--- src/rtl/rbam_pkg.sv ---
package rbam_pkg;

    // Field widths of one mapping register (tag | size code | coarse base).
    localparam int TAG_W  = 5;
    localparam int SZC_W  = 3;
    localparam int BASE_W = 8;

    typedef struct packed {
        logic [TAG_W-1:0]  tag;    // kept for software, unused by addressing
        logic [SZC_W-1:0]  szc;    // length = 1 << (granule + szc)
        logic [BASE_W-1:0] basec;  // base   = basec << granule
    } map_cfg_t;

    localparam int CFG_W = $bits(map_cfg_t);

endpackage

--- src/rtl/rbam_map_regs.sv ---
module rbam_map_regs
    import rbam_pkg::*;
#(
    parameter int NUM_MAPS = 8,
    parameter int SEL_W    = $clog2(NUM_MAPS)
) (
    input  logic             clk,
    input  logic             rst_n,
    input  logic             we,
    input  logic [SEL_W-1:0] wsel,
    input  map_cfg_t         wdata,
    input  logic [SEL_W-1:0] rsel,
    input  logic [SEL_W-1:0] lsel,
    output map_cfg_t         rcfg,
    output map_cfg_t         lcfg
);

    typedef struct packed {
        map_cfg_t [NUM_MAPS-1:0] regs;
    } st_t;

    st_t                 st_d, st_q;
    logic [NUM_MAPS-1:0] hit;

    for (genvar g = 0; g < NUM_MAPS; g++) begin : g_dec
        assign hit[g] = we && (wsel == SEL_W'(g));
    end

    always_comb begin
        st_d = st_q;
        for (int i = 0; i < NUM_MAPS; i++) begin
            if (hit[i]) begin
                st_d.regs[i] = wdata;
            end
        end
    end

    always_ff @(posedge clk or negedge rst_n) begin
        if (!rst_n) st_q <= '0;
        else        st_q <= st_d;
    end

    assign rcfg = st_q.regs[rsel];
    assign lcfg = st_q.regs[lsel];

endmodule

--- src/rtl/rbam_seq.sv ---
module rbam_seq #(
    parameter int STEPS       = 384,
    parameter int ISSUE_EVERY = 3,
    parameter int POS_W       = 18,
    parameter int PC_W        = $clog2(STEPS),
    parameter int PH_W        = (ISSUE_EVERY > 1) ? $clog2(ISSUE_EVERY) : 1
) (
    input  logic             clk,
    input  logic             rst_n,
    input  logic             adv,
    output logic [PC_W-1:0]  pc,
    output logic             slot_open,
    output logic [POS_W-1:0] pos
);

    localparam logic [PC_W-1:0] LAST_PC = PC_W'(STEPS - 1);
    localparam logic [PH_W-1:0] LAST_PH = PH_W'(ISSUE_EVERY - 1);

    typedef struct packed {
        logic [PC_W-1:0]  pc;
        logic [PH_W-1:0]  ph;
        logic [POS_W-1:0] pos;
    } st_t;

    st_t st_d, st_q;

    always_comb begin
        st_d = st_q;
        if (adv) begin
            if (st_q.pc == LAST_PC) begin
                st_d.pc  = '0;
                st_d.ph  = '0;
                st_d.pos = st_q.pos + 1'b1;
            end else begin
                st_d.pc = st_q.pc + 1'b1;
                st_d.ph = (st_q.ph == LAST_PH) ? '0 : st_q.ph + 1'b1;
            end
        end
    end

    always_ff @(posedge clk or negedge rst_n) begin
        if (!rst_n) st_q <= '0;
        else        st_q <= st_d;
    end

    assign pc        = st_q.pc;
    assign slot_open = (st_q.ph == '0);
    assign pos       = st_q.pos;

endmodule

--- src/rtl/rbam_addr_calc.sv ---
module rbam_addr_calc
    import rbam_pkg::*;
#(
    parameter int ADDR_W     = 18,
    parameter int OFS_W      = 16,
    parameter int POS_W      = 18,
    parameter int GRAN_SHIFT = 10
) (
    input  logic [SZC_W-1:0]  szc,
    input  logic [BASE_W-1:0] basec,
    input  logic [OFS_W-1:0]  ofs,
    input  logic [POS_W-1:0]  pos,
    output logic [ADDR_W-1:0] addr
);

    logic [ADDR_W-1:0] span_mask;
    logic [ADDR_W-1:0] rot_sum;
    logic [ADDR_W-1:0] base_addr;

    always_comb begin
        span_mask = (ADDR_W'(1) << (GRAN_SHIFT + 32'(szc))) - ADDR_W'(1);
        rot_sum   = ADDR_W'(ofs) + ADDR_W'(pos);
        base_addr = ADDR_W'(basec) << GRAN_SHIFT;
        addr      = base_addr + (rot_sum & span_mask);
    end

endmodule

--- src/rtl/rbam_ret_track.sv ---
module rbam_ret_track #(
    parameter int PC_W    = 9,
    parameter int DATA_W  = 16,
    parameter int RET_LAG = 2
) (
    input  logic              clk,
    input  logic              rst_n,
    input  logic              issue,
    input  logic              adv,
    input  logic [PC_W-1:0]   pc,
    input  logic [DATA_W-1:0] mem_rdata,
    output logic              rd_valid,
    output logic [DATA_W-1:0] rd_data
);

    typedef struct packed {
        logic              pend;
        logic [PC_W-1:0]   due;
        logic              cap;
        logic [DATA_W-1:0] data;
    } st_t;

    st_t  st_d, st_q;
    logic hand_back;

    assign hand_back = adv && st_q.pend && (pc == st_q.due);

    always_comb begin
        st_d     = st_q;
        st_d.cap = issue;
        if (st_q.cap) begin
            st_d.data = mem_rdata;
        end
        if (issue) begin
            st_d.pend = 1'b1;
            st_d.due  = pc + PC_W'(RET_LAG);
        end else if (hand_back) begin
            st_d.pend = 1'b0;
        end
    end

    always_ff @(posedge clk or negedge rst_n) begin
        if (!rst_n) st_q <= '0;
        else        st_q <= st_d;
    end

    assign rd_valid = hand_back;
    assign rd_data  = st_q.data;

endmodule

--- src/rtl/ring_addr_mapper.sv ---
module ring_addr_mapper
    import rbam_pkg::*;
#(
    parameter int NUM_MAPS    = 8,
    parameter int STEPS       = 384,
    parameter int ISSUE_EVERY = 3,
    parameter int RET_LAG     = 2,
    parameter int ADDR_W      = 18,
    parameter int OFS_W       = 16,
    parameter int DATA_W      = 16,
    parameter int POS_W       = 18,
    parameter int GRAN_SHIFT  = 10,
    localparam int SEL_W      = $clog2(NUM_MAPS),
    localparam int PC_W       = $clog2(STEPS)
) (
    input  logic              clk,
    input  logic              rst_n,
    input  logic              cfg_we,
    input  logic [SEL_W-1:0]  cfg_wsel,
    input  logic [CFG_W-1:0]  cfg_wdata,
    input  logic [SEL_W-1:0]  cfg_rsel,
    output logic [CFG_W-1:0]  cfg_rdata,
    input  logic              step_valid,
    input  logic              step_acc,
    input  logic [SEL_W-1:0]  step_map,
    input  logic [OFS_W-1:0]  step_ofs,
    output logic [PC_W-1:0]   step_pc,
    output logic [POS_W-1:0]  sample_pos,
    output logic              mem_req,
    output logic [ADDR_W-1:0] mem_addr,
    input  logic [DATA_W-1:0] mem_rdata,
    output logic              rd_valid,
    output logic [DATA_W-1:0] rd_data
);

    map_cfg_t rd_cfg;
    map_cfg_t use_cfg;
    logic     slot_open;

    rbam_map_regs #(
        .NUM_MAPS (NUM_MAPS),
        .SEL_W    (SEL_W)
    ) u_regs (
        .clk   (clk),
        .rst_n (rst_n),
        .we    (cfg_we),
        .wsel  (cfg_wsel),
        .wdata (map_cfg_t'(cfg_wdata)),
        .rsel  (cfg_rsel),
        .lsel  (step_map),
        .rcfg  (rd_cfg),
        .lcfg  (use_cfg)
    );

    rbam_seq #(
        .STEPS       (STEPS),
        .ISSUE_EVERY (ISSUE_EVERY),
        .POS_W       (POS_W),
        .PC_W        (PC_W)
    ) u_seq (
        .clk       (clk),
        .rst_n     (rst_n),
        .adv       (step_valid),
        .pc        (step_pc),
        .slot_open (slot_open),
        .pos       (sample_pos)
    );

    rbam_addr_calc #(
        .ADDR_W     (ADDR_W),
        .OFS_W      (OFS_W),
        .POS_W      (POS_W),
        .GRAN_SHIFT (GRAN_SHIFT)
    ) u_calc (
        .szc   (use_cfg.szc),
        .basec (use_cfg.basec),
        .ofs   (step_ofs),
        .pos   (sample_pos),
        .addr  (mem_addr)
    );

    assign mem_req   = step_valid && step_acc && slot_open;
    assign cfg_rdata = CFG_W'(rd_cfg);

    rbam_ret_track #(
        .PC_W    (PC_W),
        .DATA_W  (DATA_W),
        .RET_LAG (RET_LAG)
    ) u_ret (
        .clk       (clk),
        .rst_n     (rst_n),
        .issue     (mem_req),
        .adv       (step_valid),
        .pc        (step_pc),
        .mem_rdata (mem_rdata),
        .rd_valid  (rd_valid),
        .rd_data   (rd_data)
    );

endmodule

--- config.mk ---
export PLATFORM = sky130hd
export DESIGN_NAME = ring_addr_mapper
export DESIGN_NICKNAME = d
export VERILOG_FILES = /design/src/rtl/rbam_pkg.sv /design/src/rtl/rbam_map_regs.sv /design/src/rtl/rbam_seq.sv /design/src/rtl/rbam_addr_calc.sv /design/src/rtl/rbam_ret_track.sv /design/src/rtl/ring_addr_mapper.sv
export SDC_FILE = /design/constraint.sdc
export NUM_CORES = 1
export LEC_CHECK = 0
export BUFFER_PORTS_ARGS = -buffer_cell sky130_fd_sc_hd__buf_2
export CAP_MARGIN = 10
export CORE_ASPECT_RATIO = 0.6
export CORE_MARGIN = 1
export CORE_UTILIZATION = 55
export CTS_BUF_LIST = sky130_fd_sc_hd__clkbuf_8
export CTS_CLUSTER_SIZE = 14
export DETAILED_ROUTE_END_ITERATION = 12
export GPL_TIMING_DRIVEN = 1
export PLACE_DENSITY = 0.77
export SLEW_MARGIN = 15
export SYNTH_ARGS = -nofsm -noshare
export SYNTH_HDL_FRONTEND = slang
export SYNTH_SLANG_ARGS = --single-unit
--- constraint.sdc ---
create_clock -name clk -period 4.2 [get_ports clk]
set_input_delay 0 -clock clk [delete_from_list [all_inputs] [get_ports clk]]
set_output_delay 0 -clock clk [all_outputs]
set_load 0.01 [all_outputs]
-- Word-level counts from Yosys, hierarchy flattened
Index checks and enable logic that the tools add are counted.
- shift-type cells: 1
- bitwise operators: 1
- mux-type cells: 8
- order comparisons: 2
- add/subtract/negate cells: 8
- equal/unequal tests: 10
- reductions and logical operators: 16
- operators with widths (operator ; number):
    $bmux 16 s3 ; 2
    $shl 1x32->18 const A ; 1
    $mux 11 ; 2
    $add 16x18->18 ; 1
    $add 18x1->18 const B ; 1
    $add 18x18->18 ; 1
    $and 18x18->18 ; 1
    $sub 18x2->18 const B ; 1
    $mux 16 ; 1
    $eq 3x3->1 const B ; 4
    $logic_and 1x1->1 ; 12
    $add 9x1->9 const B ; 1
    $add 9x2->9 const B ; 1
    $eq 9x9->1 ; 1
    $eq 9x9->1 const B ; 1
    $lt 3x4->1 const B ; 2
    $eq 3x2->1 const B ; 2
    $add 4x3->5 const A ; 1
    $eq 3x1->1 const B ; 1
    $logic_not 3->1 ; 1
    $add 2x1->2 const B ; 1
    $eq 2x2->1 const B ; 1
    $logic_not 2->1 ; 1
    $mux 1 ; 2
    3 further kinds ; 3
- register bits after elaboration: 184
- input port bits: 62

-- Depth between registers and ports, before layout
Gate-level depths: netlist (run 1).
- depth after elaboration: 7
- depth in mapped cells: 18
- depth with buffers taken out: 17

-- Hierarchy
From an unflattened synthesis (run 1), not the netlist that was laid out.
- cells, all modules: 829
- area, all modules: 11275.8 µm²
- modules (own cells, without submodules) (module ; area each (µm²) ; sequential area each (µm²) ; instances ; cells an instance):
    rbam_map_regs ; 6998.0 ; 3203.1 ; 1 ; 393
    rbam_seq ; 1595.3 ; 725.7 ; 1 ; 140
    rbam_addr_calc ; 1343.8 ; 0.0 ; 1 ; 181
    rbam_ret_track ; 1332.5 ; 675.6 ; 1 ; 114
    ring_addr_mapper ; 6.3 ; 0.0 ; 1 ; 1

-- Least setup slack after synthesis (run 1)
No wires, ideal clock.
- kind: reg2out
- start: register u_seq.st_q (netlist bit u_seq.pos[0])
- end: output mem_addr[17]
- data arrival time: 3596 ps
- path slack: 604 ps
- path buffers: 0
- stages on the path, launching flop included: 15
- cell sequence: dfrtp_1 -> ha_1 -> fa_1 -> a21o_1 -> a21o_1 -> a211o_1 -> a2111oi_4 -> nor3_1 -> nor3_1 -> ha_1 -> a21oi_1 -> o21ai_0 -> o41ai_1 -> xnor2_1 -> xnor2_1
- longest elaborated chain between the ends: 3
- RTL lines (what ; line ; source):
    from (decl) ; rbam_seq.sv:25 ; st_t st_d, st_q;
    from (signal assigned) ; rbam_seq.sv:43 ; else st_q <= st_d;
    $add 16x18->18 ; rbam_addr_calc.sv:22 ; rot_sum = ADDR_W'(ofs) + ADDR_W'(pos);
    $and 18x18->18 ; rbam_addr_calc.sv:24 ; addr = base_addr + (rot_sum & span_mask);
    $add 18x18->18 ; rbam_addr_calc.sv:24 ;
    to (decl) ; ring_addr_mapper.sv:30 ; output logic [ADDR_W-1:0] mem_addr,
Every way passes these cells.

-- Worst setup path after layout (run 1)
- start: register u_seq.st_q (netlist bit u_seq.pos[1])
- end: output mem_addr[17]
The elaborated chain is that of the path after synthesis.

==> results of run 1 <==
==> repair_timing <==
item                                    in CTS  in global routing
buffers inserted                            10                  4
pin swaps                                   13                 18
hold endpoints to repair                   248                  0
hold buffers                                35                  0
gates resized for setup                     14                 12
endpoints found under the setup margin       3                  3
==> cell families (layout without fill, tap and decap cells) <==
logic type | after synthesis | after routing | share of synthesized area
simple gates | 132 | 132 | 0.0677
xor+xnor | 54 | 54 | 0.0451
fa+ha+maj | 33 | 33 | 0.0408
mux | 233 | 233 | 0.309
flops | 184 | 184 | 0.439
buf+inv | 97 | 256 | 0.0522
compound gates | 72 | 72 | 0.0465
==> metal layers <==
metal	wire, µm	track usage	part of all wire
met1	11600	0.376	0.49
met2	10700	0.377	0.45
met3	1200	0.0471	0.050
met4	273	0.0647	0.011
met5	0	0	0
==> flip-flops by register name, summed over array words and instances, names as in the netlist <==
name / count
u_seq.st_q: 2
u_ret.rd_data: 16
u_ret.st_q: 11
u_regs.st_q: 128
u_seq.pc: 9
u_seq.pos: 18
==> metrics by stage <==
stage	worst slack [ps]	cell area [µm²]	total power [mW]
finish	51.7	12100	5.57
global route	-76.5	12100	5.90
CTS	1.66	12000	5.57
detailed placement	130	11100	4.33
global placement	269	11100	4.26
floorplan	604	10500	3.88
==> placed cells by master, fill, tap and decap left out, drive strengths merged, types with 2 or more instances in the layout <==
cell,count
o41ai,2
nand4,8
nand4b,3
clkbuf,18
a21o,6
and2,3
xnor2,38
o21bai,4
nor2,34
mux4,54
o21a,2
nor3,15
clkinvlp,2
dlygate4sd3,35
buf,171
a211oi,2
a2111oi,3
nand2,24
o22ai,3
a21oi,24
or2,2
dfrtp,184
nor3b,4
o21ai,14
clkinv,3
ha,31
and3,9
nand2b,5
nand3,14
o31ai,3
nor2b,5
a21boi,2
inv,27
xor2,16
fa,2
mux2i,7
mux2,172
nand3b,2
nor4,2
==> power breakdown <==
group	total [mW]	switching (mW)	internal [mW]	leakage, nW
combinational	1.87	0.829	1.05	3.00
sequential	2.54	0.337	2.20	2.24
clock	1.16	0.707	0.452	0.189
total	5.57	1.87	3.70	5.43
==> worst reg2reg max path, cell delays in order (launching register included) <==
cell     delay [ps]
dfrtp_1         510
ha_1            270
nand4_2         240
nor4_1          880
and2_1          280
nor2b_1         210
nand2_1          90
xnor2_1         130
==> final timing paths <==
path | endpoint | slack (ps) | cells after the start
worst min register to register | u_regs.st_q[110] | 510 | 1
max in group asynchronous | u_regs.st_q[17] | 2840 | 3
worst max register to register | u_seq.pos[14] | 1500 | 7
worst max-delay path | mem_addr[17] | 50 | 14
min in group asynchronous | u_regs.st_q[56] | 210 | 2
worst min-delay path | u_regs.st_q[11] | 120 | 3
==> final cells by class <==
class                           instances  area (µm²)  share of cell area
Clock buffer                           18         248              0.0205
Sequential cell                       184        4610               0.381
Clock inverter                         14         126              0.0105
Inverter                               18        67.6             0.00559
Timing Repair Buffer                  206        1290               0.107
Multi-Input combinational cell        524        5450               0.451
Tap cell                              240         300              0.0248
==> results.toml, run 1 <==
[floorplan]
io_pins = 141
num_rows = 38
coreArea_um2 = 18400
die_y_um = 109
initial_core_util = 0.572
die_area_um2 = 19700
die_w_um = 180

[critical_path]
slowest_stage = "a311oi_2"
criticalPathCategory = "reg -> out"
r2r_start = "u_seq.pc[0]"
crit_buf_inv = 1
start_kind = "flop"
crit_chain = "ha_1, a21oi_2, o22ai_1, a311oi_2, o21ai_2, a31oi_1, mux2_2, ha_1, nand2_1, o21ai_2, o41ai_2, xnor2_1, xnor2_1, buf_2"
worstSetupStartpoint = "u_seq.pos[1]"
cp.arrival_ps = 4150
slowest_delay_ps = 540
critPathCaptureType = "output port"
cp_top_family = "compound AO/OA/AOI/OAI gates"
required_ps = 4200
cp_max_fo = 6

[timing]
drv_slew = 0
finalCritPeriodShare = 0.988
holdWs_ps = 125
relSlewSlack = 0.254
setup_viol = 0
finClkSkew_ps = 16.0
tns_ps = 0
max_freq_mhz = 241
timing_worst_slew_pin_value_ps = 1110
grt_setup_unrepaired = "yes"
hold_viol = 0
layout_min_cycle_time_ps = 4150

[detailed_routing]
ant_nets = 0
drcViolationCount = 0
routed_via_density = 5.84
wl_per_cell_um = 19.8
drtIter0Drc = 533
firstDrtPassIters = 5
wl_um = 23900
vias = 7026

[finish]
final_cell_count_no_fill = 1204
antenna_cells = 0
finish.utilization = 0.658
fin_nets = 1046
nFillCells = 1392
area_growth_pct = 15.1
drive_above_1_share = 0.480

[cts]
cts_buffer_depth = 2
insertion_delay_ps = 460
cts_max_level = 4
cts-root-buf = "clkbuf_8"
cts_tree = "yes"
clock_sinks = 184
clk_pin_slew_worst_paths_ps = 100
cts-buffers-inserted = 17

[yosys]
syn-mean-instance-area_um2 = 13.0
synthTopCellsByArea = "dfrtp_1 44%, mux2_2 18%, mux4_2 11%"
seq_area_frac_synth = 0.439
ys.flop_type = "dfrtp_1"
syn_inst = 805
yosysUniqueCellTypes = 58
async_flop_share = 1.00
synth_top_area_cell = "dfrtp_1"
ys_warn_count = 0
netlist_top_cells_count = "184 x dfrtp_1, 172 x mux2_2, 52 x mux4_2, 45 x buf_4, 38 x xnor2_1"
synth_top_area_frac = 0.439
syn_nets = 900
syn_area_um2 = 10500
synth_edf_count = 0
yosysMostFrequentCell = "dfrtp_1"
yosys_register_bits = 184

[min_path]
min_from = "cfg_wsel[0]"
hold_class = "in -> reg"

[place]
dpl.cell_count = 1123
place.gp.congestion = 0.846
hpwlAfterDp_um = 16000
io_buffer_count = 140

[global_route]
grt-ovfl-total = 0
grt_pass1_wl_um = 37500
grt_use_total = 0.251
antenna_found_initial = 0
grt_pass1_vias = 6882
grt_max_degree = 99

[run_status]
outcome = "complete, no violations"

[power]
ir_worst_vdd_uv = 235
p_leak_nw = 5.43
cellPowerDensity_nw_per_um2 = 461

[job]
maxCapViolations = 0
Note: power is estimated with default switching activity, not from simulation.
==> run 2: changes to the inputs <==
- clock period: 4.2 -> 5.3 ns (I/O delays scaled with it)
==> run 2 against run 1 <==
Effect of this change: register-to-register slack improved by 990 ps; critical path depth increased by 1; first-iteration DRC count decreased by 13%; clock skew decreased by 5.9 ps; sequential share of layout area increased by 0.69 points; worst hold slack got worse by 48 ps; global-route usage increased by 0.18 points; design area decreased by 1.8%; utilization decreased by 1.2 points; combinational power decreased by 25%.
==> results.toml, run 2 (synthesized netlist as in run 1, its figures left out) <==
[run_status]
outcome = "complete, no violations"

[timing]
hold_viol = 0
setup_viol = 0
finalCritPeriodShare = 0.868
drv_slew = 0
layout_min_cycle_time_ps = 4600
timing_worst_slew_pin_value_ps = 1070
max_freq_mhz = 217
finClkSkew_ps = 10.2
grt_setup_unrepaired = "no"
relSlewSlack = 0.279
tns_ps = 0

[place]
place.gp.congestion = 0.867
io_buffer_count = 140
hpwlAfterDp_um = 15900

[finish]
area_growth_pct = 13.1
final_cell_mix = "184 x dfrtp_1, 172 x mux2_2, 139 x buf_2"
finish.utilization = 0.647
antenna_cells = 0
drive_above_1_share = 0.448
largest-register = "u_regs.st_q"
fin_nets = 1028
multi_input_comb_area_um2 = 5340
largest_reg_flops = 128
regArea_um2 = 4600
nFillCells = 1412
final_common_cell = "dfrtp_1"

[global_route]
busiest_layer = "met1"
grt_pass1_vias = 6889
grt_util_met3 = 0.0461
grt-ovfl-total = 0
grt_pass1_wl_um = 37900
antenna_found_initial = 0
gr-usage-met2 = 0.372
use_met1 = 0.391
grt_max_degree = 110
grt_use_total = 0.253

[critical_path]
slowest_stage = "dfrtp_1"
slowest_delay_ps = 450
cp.arrival_ps = 4600
required_ps = 5300
start_kind = "flop"
crit_buf_inv = 1
cp_top_family = "compound AO/OA/AOI/OAI gates"
crit_chain = "ha_1, fa_1, a21o_1, a21o_1, a211o_1, a2111oi_4, nor3_1, nor3_1, ha_1, a21oi_1, o21ai_0, o41ai_1, xnor2_1, xnor2_1, buf_2"
cp_max_fo = 5
criticalPathCategory = "reg -> out"
critPathCaptureType = "output port"

[detailed_routing]
wl_per_cell_um = 19.5
ant_nets = 0
firstDrtPassIters = 4
drcViolationCount = 0
vias = 6944
routed_via_density = 5.85
drtIter0Drc = 466
wl_um = 23100

[floorplan]
io_pins = 141
num_rows = 38
die_area_um2 = 19700
initial_core_util = 0.572
die_w_um = 180
die_y_um = 109
coreArea_um2 = 18400

[cts]
clock_sinks = 184
cts_resized = 0
clk_pin_slew_worst_paths_ps = 100
cts_max_level = 4
cts-root-buf = "clkbuf_8"
cts_tree = "yes"
insertion_delay_ps = 460
cts_buffer_depth = 2
cts-buffers-inserted = 17

[power]
power_mw = 4.37
p_leak_nw = 5.33
cellPowerDensity_nw_per_um2 = 368
ir_worst_vdd_uv = 189

[min_path]
hold_class = "in -> reg"

[job]
maxCapViolations = 0
-- run 2: cell types whose count changed in the layout (fill, tap and decap cells not counted), moves of 3 or more --
cell	previous run	this run
buf_4	31	13
clkinv_2	1	4
inv_6	5	1
o21ai_2	3	0
-- run 2: metrics by stage --
stage	cell area (µm²)	worst slack [ps]	instances	hold slack (ps)
finish	11900	702	1186	76.8
global placement	11100	1320	1119	187
floorplan	10500	1700	805	-296
CTS	11900	698	1186	51.6
global route	11900	379	1186	82.7
detailed placement	11100	1230	1119	195
-- run 2: path summary, 6_finish.rpt --
check	cells past startpoint	end	slack [ps]	startpoint
min reg2reg	1	u_ret.rd_data[6]	510	u_ret.rd_data[6]
max reg2reg	7	u_seq.pos[14]	2490	u_seq.pc[1]
max	15	mem_addr[17]	700	u_seq.pos[0]
max in group asynchronous	3	u_regs.st_q[119]	3940	rst_n
min	3	u_regs.st_q[15]	80	cfg_wsel[0]
min in group asynchronous	2	u_regs.st_q[8]	200	rst_n
-- run 2: where the power goes --
part | leakage, nW | internal (mW) | total [mW] | switching, mW
Sequential | 2.24 | 1.74 | 2.01 | 0.265
Clock | 0.208 | 0.436 | 0.949 | 0.512
Combinational | 2.88 | 0.783 | 1.41 | 0.625
Total | 5.33 | 2.96 | 4.37 | 1.40
-- run 2: layout make-up --
cell class | instances | area share
well taps | 240 | 0.0253
clock buffers | 18 | 0.0209
flip-flops and latches | 184 | 0.388
clock inverters | 14 | 0.0125
inverters | 18 | 0.00569
multi-input cells | 524 | 0.450
repair buffers | 188 | 0.0973
-- run 2: routing by layer --
| layer | share of wire | vias to the layer above |
|---|---|---|
| li1 | - | 3188 |
| met1 | 0.49 | 3580 |
| met2 | 0.45 | 165 |
| met3 | 0.055 | 11 |
| met4 | 0.0060 | 0 |
| met5 | 0 | - |
-- run 2: timing repair --
item / 4_1_cts / 5_1_grt
endpoints found under the hold margin: 259 / 0
hold buffers: 35 / 0
buffers inserted: 0 / 0
-- run 2: tightest hold or removal path: stages --
cell	delay, ps
buf_2	170
nor3_2	110
mux2_2	220
==> run 3: changes to the inputs <==
- MAX_ROUTING_LAYER: not set -> met4
- clock period: 5.3 -> 5 ns (I/O delays scaled with it)
==> run 3 against run 2 <==
Effect of this change: final cell count did not move; first-iteration DRC count grew 1.9%; clock skew hardly changed; combinational power is 6% higher; design area increased by 0.54%; worst hold slack better by 82 ps; setup slack lost 350 ps; sequential power rose by 6%; via count up 0.19%; non-clock buffer count did not move; power increased by 9.6%; global-route usage up 1.0 points; largest cell class unchanged.
==> results.toml, run 3 (synthesized netlist as in run 1, its figures left out) <==
[run_status]
outcome = "complete, no violations"

[global_route]
grt_use_total = 0.263
grt-ovfl-total = 0
antenna_found_initial = 0
grt_max_degree = 89
grt_pass1_wl_um = 37800
grt_pass1_vias = 6761

[timing]
max_freq_mhz = 215
grt_setup_unrepaired = "no"
hold_viol = 0
finClkSkew_ps = 10.5
finalCritPeriodShare = 0.930
relSlewSlack = 0.267
setup_viol = 0
layout_min_cycle_time_ps = 4650
tns_ps = 0
timing_worst_slew_pin_value_ps = 1090
drv_slew = 0

[detailed_routing]
met2_length_um = 10400
drcViolationCount = 0
ant_nets = 0
m1WireLength_um = 11900
routed_via_density = 5.87
route.met3.wl_um = 1240
wl_per_cell_um = 20.0
vias = 6957
wl_um = 23700
drtIter0Drc = 475
dr.max_layer_used = "met4"
firstDrtPassIters = 4

[floorplan]
die_area_um2 = 19700
num_rows = 38
io_pins = 141
die_w_um = 180
coreArea_um2 = 18400
initial_core_util = 0.572
die_y_um = 109

[job]
maxCapViolations = 0

[critical_path]
criticalPathCategory = "reg -> out"
cp_max_fo = 5
cp.arrival_ps = 4650
crit_chain = "ha_1, fa_1, a21o_1, a21o_1, a211o_1, a2111oi_4, nor3_1, nor3_1, ha_1, a21oi_1, o21ai_0, o41ai_1, xnor2_1, xnor2_1, buf_2"
slowest_stage = "dfrtp_1"
required_ps = 5000
critPathCaptureType = "output port"
slowest_delay_ps = 440
start_kind = "flop"

[place]
hpwlAfterDp_um = 15900
place.gp.congestion = 0.892
dpl_cell_area_um2 = 11100
io_buffer_count = 140

[finish]
final_common_cell = "dfrtp_1"
final_cell_mix = "184 x dfrtp_1, 172 x mux2_2, 139 x buf_2"
area_growth_pct = 13.7
drive_above_1_share = 0.447
largest_reg_flops = 128
fin_nets = 1028
largest-register = "u_regs.st_q"
nFillCells = 1449
postLayoutCellArea_um2 = 11900

[cts]
cts_tree = "yes"
cts_resized = 0
cts_max_level = 4
clk_pin_slew_worst_paths_ps = 90
cts_buffer_depth = 2
postCtsSetupBuffers = 0
cts-buffers-inserted = 17
clock_sinks = 184
insertion_delay_ps = 460
cts-root-buf = "clkbuf_8"

[power]
cellPowerDensity_nw_per_um2 = 401
p_leak_nw = 5.36
ir_worst_vdd_uv = 162

[min_path]
hold_class = "in -> reg"
run 3: layout make-up:
type / count / area (µm²) / share of cell area
Sequential cell: 184 / 4600 / 0.386
Multi-Input combinational cell: 524 / 5340 / 0.448
Timing Repair Buffer: 188 / 1150 / 0.0968
Antenna cell: 1 / 2.50 / 0.000210
Inverter: 18 / 67.6 / 0.00566
Tap cell: 240 / 300 / 0.0252
Clock inverter: 12 / 196 / 0.0165
Clock buffer: 19 / 262 / 0.0219
run 3: metal layers:
layer,vias up,track usage
li1,3175,-
met1,3586,0.392
met2,182,0.372
met3,14,0.0471
met4,0,0.0659
met5,-,-
run 3: critical path: cells and delay by family (launching register included):
family / cells / cell delay, ps
buffers and inverters: 1 / 170
flip-flops: 1 / 440
XOR/XNOR: 2 / 360
adder cells (fa/ha/maj): 3 / 960
AND/OR/NAND/NOR: 2 / 390
AO/OA/AOI/OAI: 7 / 1860
run 3: repair_timing:
action                                 4_1_cts  5_1_grt
endpoints found under the hold margin      239        0
setup endpoints to repair                    0        0
hold buffers                                35        0
run 3: path summary, 6_finish.rpt:
kind                                          to  cells after the start  slack (ps)           start
worst max-delay path                mem_addr[17]                     15         350    u_seq.pos[0]
worst min-delay path             u_regs.st_q[15]                      3         160     cfg_wsel[0]
worst max register to register     u_seq.pos[16]                      7        2160     u_seq.pc[1]
worst min register to register    u_seq.st_q[18]                      1         500  u_seq.st_q[19]
max in group asynchronous       u_ret.rd_data[5]                      3        3650           rst_n
min in group asynchronous        u_regs.st_q[56]                      2         170           rst_n
run 3: stage by stage:
step                      hold WS (ps)  setup slack [ps]  cells   util  power (mW)
after floorplan                   -296              1400    805      -        3.26
after global placement             135               999   1119  0.606        3.58
after detailed placement           136               896   1119  0.606        3.63
after CTS                          116               354   1185  0.650        4.82
after global routing               152              62.9   1185  0.650        5.07
final                              159               350   1186  0.650        4.79
run 3: where the power goes:
part	internal, mW	total (mW)	switching [mW]
Combinational	0.830	1.50	0.666
Sequential	1.85	2.14	0.285
Clock	0.620	1.15	0.535
Total	3.30	4.79	1.49
